==> src/rtl/txdma_trk_pkg.sv <==
package txdma_trk_pkg;
  typedef enum logic [1:0] {
    RUN_OFF       = 2'b00,
    RUN_PAUSE_EOF = 2'b01,
    RUN_NORMAL    = 2'b10,
    RUN_RSVD      = 2'b11
  } run_mode_e;

  localparam int MODE_HI        = 31;
  localparam int MODE_LO        = 30;
  localparam int CRED_EN_BIT    = 3;
  localparam int ERR_ADDR_BIT   = 31;
  localparam int ERR_WCNT_BIT   = 30;
  localparam int ERR_OVR_BASE   = 9;
  localparam int ERR_CRED_BASE  = 0;
  localparam int ST_EMPTY_BASE  = 24;
  localparam int ST_NOREQ_BASE  = 16;
  localparam logic [31:0] ERR_RSV_MASK = 32'h3FFE_0100;
endpackage

==> src/rtl/txdma_chan.sv <==
module txdma_chan
  import txdma_trk_pkg::*;
#(
  parameter int CRED_MAX = 3,
  localparam int CRED_W = $clog2(CRED_MAX + 1)
) (
  input  logic      clk,
  input  logic      rst,
  input  logic      cfg_we,
  input  run_mode_e cfg_mode,
  input  logic      cfg_cen,
  input  logic      cmd,
  input  logic      done,
  input  logic      sent,
  input  logic      space,
  input  logic      full,
  output logic      slot_full,
  output logic      req,
  output logic      ovr_evt,
  output logic      cred_evt
);
  run_mode_e         mode_q;
  logic              cen_q;
  logic              slot_q;
  logic [CRED_W-1:0] cred_q;
  logic              accept;
  logic              serving;
  logic              cred_nz;

  assign cred_nz = (cred_q != '0);
  assign serving = (mode_q == RUN_NORMAL) || (mode_q == RUN_PAUSE_EOF);
  assign accept  = cmd && (mode_q == RUN_NORMAL) && (!slot_q || done);

  always_ff @(posedge clk) begin
    if (rst) begin
      mode_q <= RUN_OFF;
      cen_q  <= 1'b0;
      slot_q <= 1'b0;
      cred_q <= '0;
    end else begin
      if (cfg_we) begin
        mode_q <= cfg_mode;
        cen_q  <= cfg_cen;
      end
      if (accept)      slot_q <= 1'b1;
      else if (done)   slot_q <= 1'b0;
      if (space)                 cred_q <= CRED_W'(CRED_MAX);
      else if (sent && cred_nz)  cred_q <= cred_q - 1'b1;
    end
  end

  assign slot_full = slot_q;
  assign req       = slot_q && cen_q && cred_nz && serving;
  assign ovr_evt   = cmd && slot_q && !done;
  assign cred_evt  = full && cen_q && cred_nz;

  assert_credit_cap_R6: assert property (@(posedge clk) disable iff (rst)
    cred_q <= CRED_W'(CRED_MAX));
  assert_credit_floor_R6: assert property (@(posedge clk) disable iff (rst)
    (sent && !space && cred_q == '0) |=> (cred_q == '0));
  assert_credit_reload_R6: assert property (@(posedge clk) disable iff (rst)
    space |=> (cred_q == CRED_W'(CRED_MAX)));
  assert_accept_mode_R3: assert property (@(posedge clk) disable iff (rst)
    $rose(slot_q) |-> ($past(mode_q) == RUN_NORMAL));
  assert_slot_free_R3: assert property (@(posedge clk) disable iff (rst)
    (done && !cmd) |=> !slot_q);
endmodule

==> src/rtl/txdma_w1c_bank.sv <==
module txdma_w1c_bank #(
  parameter int          W   = 32,
  parameter logic [W-1:0] RSV = '0
) (
  input  logic         clk,
  input  logic         rst,
  input  logic [W-1:0] set_i,
  input  logic         clr_we,
  input  logic [W-1:0] clr_i,
  output logic [W-1:0] q_o
);
  logic [W-1:0] clr_eff;

  assign clr_eff = clr_we ? clr_i : '0;

  always_ff @(posedge clk) begin
    if (rst) q_o <= '0;
    else     q_o <= ((q_o & ~clr_eff) | set_i) & ~RSV;
  end

  assert_set_wins_R10: assert property (@(posedge clk) disable iff (rst)
    (|(set_i & ~RSV)) |=> ((q_o & $past(set_i & ~RSV)) == $past(set_i & ~RSV)));
  assert_sticky_R10: assert property (@(posedge clk) disable iff (rst)
    !clr_we |=> (($past(q_o) & ~q_o) == '0));
  assert_reserved_zero_R11: assert property (@(posedge clk) disable iff (rst)
    (q_o & RSV) == '0);
endmodule

==> src/rtl/txdma_chan_tracker.sv <==
module txdma_chan_tracker
  import txdma_trk_pkg::*;
#(
  parameter int NCH      = 8,
  parameter int CRED_MAX = 3,
  localparam int CH_W = (NCH > 1) ? $clog2(NCH) : 1
) (
  input  logic            clk,
  input  logic            rst,
  input  logic            cfg_we,
  input  logic [CH_W-1:0] cfg_ch,
  input  logic [31:0]     cfg_dat,
  input  logic [NCH-1:0]  cmd,
  input  logic [NCH-1:0]  done,
  input  logic [NCH-1:0]  sent,
  input  logic [NCH-1:0]  space,
  input  logic [NCH-1:0]  full,
  input  logic            addr_flt,
  input  logic            wcnt_flt,
  input  logic            clr_we,
  input  logic [31:0]     clr_dat,
  output logic [NCH-1:0]  dma_req,
  output logic [31:0]     status,
  output logic [31:0]     err
);
  logic [NCH-1:0] slot_full;
  logic [NCH-1:0] ovr_evt;
  logic [NCH-1:0] cred_evt;
  logic [31:0]    err_set;
  logic [31:0]    st_d;
  run_mode_e      wr_mode;

  assign wr_mode = run_mode_e'(cfg_dat[MODE_HI:MODE_LO]);

  for (genvar c = 0; c < NCH; c++) begin : g_ch
    txdma_chan #(.CRED_MAX(CRED_MAX)) u_chan (
      .clk      (clk),
      .rst      (rst),
      .cfg_we   (cfg_we && (cfg_ch == CH_W'(c))),
      .cfg_mode (wr_mode),
      .cfg_cen  (cfg_dat[CRED_EN_BIT]),
      .cmd      (cmd[c]),
      .done     (done[c]),
      .sent     (sent[c]),
      .space    (space[c]),
      .full     (full[c]),
      .slot_full(slot_full[c]),
      .req      (dma_req[c]),
      .ovr_evt  (ovr_evt[c]),
      .cred_evt (cred_evt[c])
    );
  end

  always_comb begin
    err_set = '0;
    st_d    = '0;
    err_set[ERR_ADDR_BIT] = addr_flt;
    err_set[ERR_WCNT_BIT] = wcnt_flt;
    for (int c = 0; c < NCH; c++) begin
      err_set[ERR_OVR_BASE + c]  = ovr_evt[c];
      err_set[ERR_CRED_BASE + c] = cred_evt[c];
      st_d[ST_EMPTY_BASE + c]    = !slot_full[c];
      st_d[ST_NOREQ_BASE + c]    = !dma_req[c];
    end
  end

  always_ff @(posedge clk) begin
    if (rst) begin
      status <= '0;
      for (int c = 0; c < NCH; c++) begin
        status[ST_EMPTY_BASE + c] <= 1'b1;
        status[ST_NOREQ_BASE + c] <= 1'b1;
      end
    end else begin
      status <= st_d;
    end
  end

  txdma_w1c_bank #(.W(32), .RSV(ERR_RSV_MASK)) u_err (
    .clk   (clk),
    .rst   (rst),
    .set_i (err_set),
    .clr_we(clr_we),
    .clr_i (clr_dat),
    .q_o   (err)
  );

  assert_addr_flt_R9: assert property (@(posedge clk) disable iff (rst)
    addr_flt |=> err[ERR_ADDR_BIT]);
  assert_wcnt_flt_R9: assert property (@(posedge clk) disable iff (rst)
    wcnt_flt |=> err[ERR_WCNT_BIT]);
  assert_req_needs_slot_R5: assert property (@(posedge clk) disable iff (rst)
    (dma_req & ~slot_full) == '0);
endmodule

==> config.mk <==
export PLATFORM = sky130hd
export DESIGN_NAME = txdma_chan_tracker
export DESIGN_NICKNAME = d
export VERILOG_FILES = /design/src/rtl/txdma_trk_pkg.sv /design/src/rtl/txdma_chan.sv /design/src/rtl/txdma_w1c_bank.sv /design/src/rtl/txdma_chan_tracker.sv
export SDC_FILE = /design/constraint.sdc
export NUM_CORES = 1
export LEC_CHECK = 0
export BUFFER_PORTS_ARGS = -buffer_cell sky130_fd_sc_hd__buf_2
export CAP_MARGIN = 25
export CORE_ASPECT_RATIO = 0.9
export CORE_MARGIN = 4
export CORE_UTILIZATION = 50
export CTS_CLUSTER_DIAMETER = 150
export DETAILED_ROUTE_END_ITERATION = 10
export PLACE_DENSITY = 0.85
export REMOVE_ABC_BUFFERS = 1
export SYNTH_ARGS = -nofsm -noshare
export SYNTH_HDL_FRONTEND = slang
export SYNTH_HIERARCHICAL = 1
export SYNTH_SLANG_ARGS = --single-unit
==> constraint.sdc <==
create_clock -name clk -period 1.9 [get_ports clk]
set_clock_uncertainty 0.1 [all_clocks]
set_input_delay 0.285 -clock clk [delete_from_list [all_inputs] [get_ports clk]]
set_output_delay 0.285 -clock clk [all_outputs]
set_load 0.005 [all_outputs]
Word-level counts from Yosys, hierarchy flattened
Cells that the tools add are included.
{"block": "op_classes", "addsub": 8, "eq_ne": 23, "mux": 33, "n_bitwise": 3, "n_reduce_logical": 153}
{"operator": "logical AND 1 bit", "n": 88}
{"operator": "nonzero test 2 bit", "n": 24}
{"operator": "bitwise AND 32 bit", "n": 1}
{"operator": "2-to-1 mux 2 bit", "n": 16}
{"operator": "2-to-1 mux 32 bit", "n": 1}
{"operator": "NOT 32 bit", "n": 1}
{"operator": "OR 32 bit", "n": 1}
{"operator": "zero test 1 bit", "n": 24}
{"operator": "== test 2 x 1 -> 1 bit, second input constant", "n": 8}
{"operator": "== test 2 bit, second input constant", "n": 8}
{"operator": "logical OR 1 bit", "n": 16}
{"operator": "2-to-1 mux 1 bit", "n": 16}
{"operator": "subtractor 2 x 1 -> 2 bit, second input constant", "n": 8}
{"operator": "== test 3 bit, second input constant", "n": 4}
{"operator": "== test 3 x 2 -> 1 bit, second input constant", "n": 2}
{"operator": "== test 3 x 1 -> 1 bit, second input constant", "n": 1}
{"operator": "zero test 3 bit", "n": 1}
{"block": "word_totals", "reg_bits": 112, "in_bits": 113, "output_inout_bits": 72, "elab_cells": 256}

Longest topological paths before layout
{"block": "logic_depth", "ltp_word": 4, "mapped_depth": 5}

Hierarchy
The synthesis kept the hierarchy.
{"module": "txdma_chan", "instances": 8, "cells_per_inst": 31, "area_each_um2": 295.3}
{"module": "txdma_w1c_bank", "instances": 1, "cells_per_inst": 91, "area_each_um2": 872.1}
{"module": "txdma_chan_tracker", "instances": 1, "cells_per_inst": 58, "area_each_um2": 645.6}

Worst setup path before layout
OpenSTA, ideal clock, no wires.
{"block": "synth_timing", "path_type": "reg-to-output", "from": "register g_ch[0].u_chan.mode_q[0]", "to": "output port dma_req[0]", "t_arrival_ps": 904, "required_ps": 1515, "setup_slack_ps": 611, "path_stages_with_launch": 4, "cell_sequence": "dfxtp_1 inv_1 ha_1 and4bb_2"}
{"block": "synth_between", "elab_chain_len": 3, "word_cells_on_any_way": 4, "classes_between": "eq/ne (2); reduce/logical (2)"}
{"element": "from (decl)", "line_no": "txdma_chan.sv:22", "source": "run_mode_e mode_q;"}
{"element": "from (signal assigned)", "line_no": "txdma_chan.sv:42", "source": "mode_q <= cfg_mode;"}
{"element": "== test 2 bit / == test 2 x 1 -> 1 bit (equally long branches)", "line_no": "txdma_chan.sv:31", "source": "assign serving = (mode_q == RUN_NORMAL) || (mode_q == RUN_PAUSE_EOF);"}
{"element": "logical OR 1 bit (*)", "line_no": "txdma_chan.sv:31"}
{"element": "logical AND 1 bit (*)", "line_no": "txdma_chan.sv:53", "source": "assign req = slot_q && cen_q && cred_nz && serving;"}
{"element": "to (decl)", "line_no": "txdma_chan_tracker.sv:22", "source": "output logic [NCH-1:0] dma_req,"}
Mark *: on every way between the ends. The rest lies on a longest branch, timed or not.

Final worst setup path
{"block": "layout_timing", "from": "register g_ch[5].u_chan.mode_q[0]", "to": "output port dma_req[5]"}
{"block": "layout_between", "elab_chain_len": 3, "word_cells_on_any_way": 4, "classes_between": "eq/ne (2); reduce/logical (2)"}
{"element": "from (decl)", "line_no": "txdma_chan.sv:22"}
{"element": "from (signal assigned)", "line_no": "txdma_chan.sv:42"}
{"element": "== test 2 bit / == test 2 x 1 -> 1 bit (equally long branches)", "line_no": "txdma_chan.sv:31"}
{"element": "logical OR 1 bit (*)", "line_no": "txdma_chan.sv:31"}
{"element": "logical AND 1 bit (*)", "line_no": "txdma_chan.sv:53"}
Marks and branches as above.

==> metrics.md <==
| Metric | Value |
|---|---|
| Worst min path class | `input pin to flop` |
| Flop2flop setup slack | `0.46 ns` |
| Wire per inst | `13.32 um` |
| Sw Ratio | `23.43%` |
| Yosys top cell area share | `42.31%` |
| Largest family of logic cells by synthesized area | `simple AND/OR/NAND/NOR gates` |
| Post-synthesis sequential area ratio | `42.31%` |
| Power per Cell Area | `768.1 nW/um^2` |
| Crit start category | `flop` |
| CTS Buffer Depth | `2` |
| Largest cells by area after synthesis | `dfxtp_1 (42%), nor2_1 (6.4%), mux2i_1 (6.2%), buf_4 (5.8%), and4bb_1 (5.2%)` |
| Synthesized instance count | `397` |
| Simple-gate share of the synthesized area | `24.35%` |
| Hold WS | `0.02433 ns` |
| Switching power | `0.8335 mW` |
| Tmin final | `1.804 ns` |
| Synth cell types | `22` |
| Fin cells | `614` |
| Slew HR | `61.52%` |
| Full die area | `9235 um^2` |
| H-Tree Depth | `3` |
| FMAX | `554.3 MHz` |
| Status | `completed` |
| Post-route cell area | `4632 um^2` |
| Adder-cell share of the synthesized area | `5.160%` |
| RSZ-0062 raised after global routing | `no` |
| Worst-margin pin slew | `0.5771 ns` |
| Clock root buffer | `clkbuf_8` |
| Critical path buffer and inverter count | `2` |
| Synth Area per Inst | `9.773 um^2` |
| Hold path endpoint | `u_err/q_o[0]` |
| Max-cap viol count | `0` |
| Area leader, netlist | `dfxtp_1` |
| Final setup viols | `0` |
| WP data required | `1.51 ns` |
| Setup TNS | `0 ns` |
| CTS sink count | `82` |
| Chip Height | `91.57 um` |
| Pin count of the biggest net entering global routing | `83` |
| Cell row count | `30` |
| Critical Path End Type | `output pin` |
| CTS Buf Count | `9` |
| Crit path max-delay family | `flip-flops` |
| Combinational share of power | `10.6%` |
| Sequential Power Share | `50.6%` |
| Critical path origin | `g_ch[5].u_chan/mode_q[0]` |
| DP Wirelength | `6.071 mm` |
| Slowest stage delay, CP | `0.34 ns` |
| Placed cell count | `598` |
| Slew Limit Fails | `0` |
| CTS tree | `built` |
| Total Power | `3.558 mW` |
| Final core utilization | `61.39%` |
| Post-Route WL | `8.178 mm` |
| Post-synthesis register bit count | `82` |
| Latest clock arrival within the worst-skew pair | `0.34 ns` |
| Fin. Hold Viols | `0` |
| Antenna Cells | `0` |
| Post-DP Area | `4403 um^2` |
| DR vias | `3000` |
| Clk network pwr share | `38.8%` |
| Min-delay src | `clr_dat[0]` |
| CP max stage cell | `dfxtp_1` |
| GRT overflow | `0` |
| Leakage | `2.049 nW` |
| TritonRoute pass-1 iters | `4` |
| VDD IR-drop max | `572.5 uV` |
| Die W | `100.9 um` |
| Hold Path Stages | `2` |
| Core ar. | `7545 um^2` |
| Post-synthesis cell area | `3880 um^2` |
| CP Cell Sequence | `inv_1 > ha_1 > and4bb_2 > buf_2` |
| Number of global-route vias before repair | `3012` |
| Clock slew at the register clock pins of the worst setup and hold paths | `0.08 ns` |
| Worst Path Arrival | `1.42 ns` |
| Worst reg2reg path endpoint | `u_err/q_o[3]` |
| Final period util | `94.95%` |
| Crit path kind | `flop to output pin` |
| Port Buffer Count | `111` |
| Mux contribution to synthesized area | `6.192%` |
| Internal Power | `2.724 mW` |
| DRC viols | `0` |
| Reg2reg path depth | `5` |
| 1st-iter DRT viols | `90` |
| I/O pin count | `185` |
| Reg2reg start | `g_ch[3].u_chan/cred_q[0]` |
| Starting density of the core | `51.43%` |
| Total global-route track usage | `18.37%` |
| Final #Nets | `642` |
| Global-route wire length before repair | `13.69 mm` |
| Layout area overhead | `19.38%` |
| Routed Antenna Nets | `0` |
| Worst Path Max Fanout | `2` |
| Xor/xnor cell area share of the yosys netlist | `0%` |
| Setup ws final | `0.09598 ns` |
| Initial antenna violation count | `0` |
| Layout cells sized above 1 | `30.69%` |
| RePlAce Congestion | `0.7113` |
| Vias per cell | `4.886` |
| Ys Warns | `6` |
| Post-synthesis compound-gate area fraction | `9.803%` |
| Place WS | `0.4288 ns` |
==> power groups by stage <==
stage | combinational (mW) | sequential, mW | clock (mW)
6_report | 0.377 | 1.80 | 1.38
5_1_grt | 0.430 | 1.81 | 1.51
4_1_cts | 0.377 | 1.80 | 1.42
3_5_place_dp | 0.375 | 1.84 | 0
3_3_place_gp | 0.351 | 1.84 | 0
2_1_floorplan | 0.192 | 1.83 | 0
==> sequential cells by signal, indices dropped and copies added (netlist names) <==
name,flops
g_ch.u_chan/cen_q,8
g_ch.u_chan/cred_q,16
g_ch.u_chan/mode_q,16
g_ch.u_chan/slot_full,8
status,16
u_err/q_o,18
==> repair_timing <==
item                                    CTS  global route
gates resized for setup                   0             6
buffers inserted                          0             0
hold buffers                              0             0
endpoints found under the setup margin    0             5
==> logic make-up after synthesis <==
kind of cell / Yosys count
fa+ha+maj: 16
compound gates: 42
simple gates: 146
buf+inv: 85
flops: 82
other cells: 2
mux: 24
==> worst reg2reg max path, cell delays in order (launching register included) <==
cell and delay, ns:
dfxtp_1 0.35, inv_1 0.05, ha_1 0.24, and3b_1 0.24, inv_1 0.07, a311oi_2 0.30
==> synthesized netlist by cell type <==
library cell,n
a211oi_1,16
a21oi_1,8
a311oi_1,8
a311oi_2,10
and3b_1,8
and4_2,1
and4b_2,3
and4bb_1,16
and4bb_2,11
buf_12,1
buf_2,2
buf_4,30
buf_6,2
conb_1,2
dfxtp_1,82
ha_1,16
inv_1,50
mux2i_1,24
nand2_1,8
nand2b_1,32
nor2_1,66
nor4b_2,1
==> worst max path at each step <==
stage                               endpoint  slack [ns]  cells past startpoint
finish                            dma_req[5]         0.1                      4
global route                      dma_req[0]       0.007                      4
CTS                               dma_req[5]        0.05                      4
detailed placement      g_ch[0].u_chan/cen_q        0.43                      4
global placement    g_ch[0].u_chan/mode_q[1]        0.45                      4
floorplan                         dma_req[0]        0.61                      3
==> metal layers <==
layer  track usage [%]  routed length, um  share of wire, %
met1             22.35               3492                43
met2             31.47               3949                48
met3             5.991                691               8.4
met4             3.704                 44              0.54
met5                 0                  0                 0
==> cells in the final DEF (no fill, tap or decap), types with 14 or more instances in the layout <==
cell type	n
a211oi_1	16
and4bb_1	16
buf_2	111
conb_1	30
dfxtp_1	78
ha_1	14
inv_1	50
mux2i_1	24
nand2b_1	32
nor2_1	66
==> area by class of cell <==
| class | count | area (um^2) |
|---|---|---|
| Clock inverter | 5 | 77.57 |
| Sequential cell | 82 | 1647 |
| Multi-Input combinational cell | 258 | 1883 |
| Tap cell | 96 | 120.1 |
| Inverter | 50 | 187.7 |
| Clock buffer | 11 | 141.4 |
| Timing Repair Buffer | 112 | 575.6 |
| Fill cell | 655 | 2913 |
No activity file was read; power rests on OpenSTA's default activity.
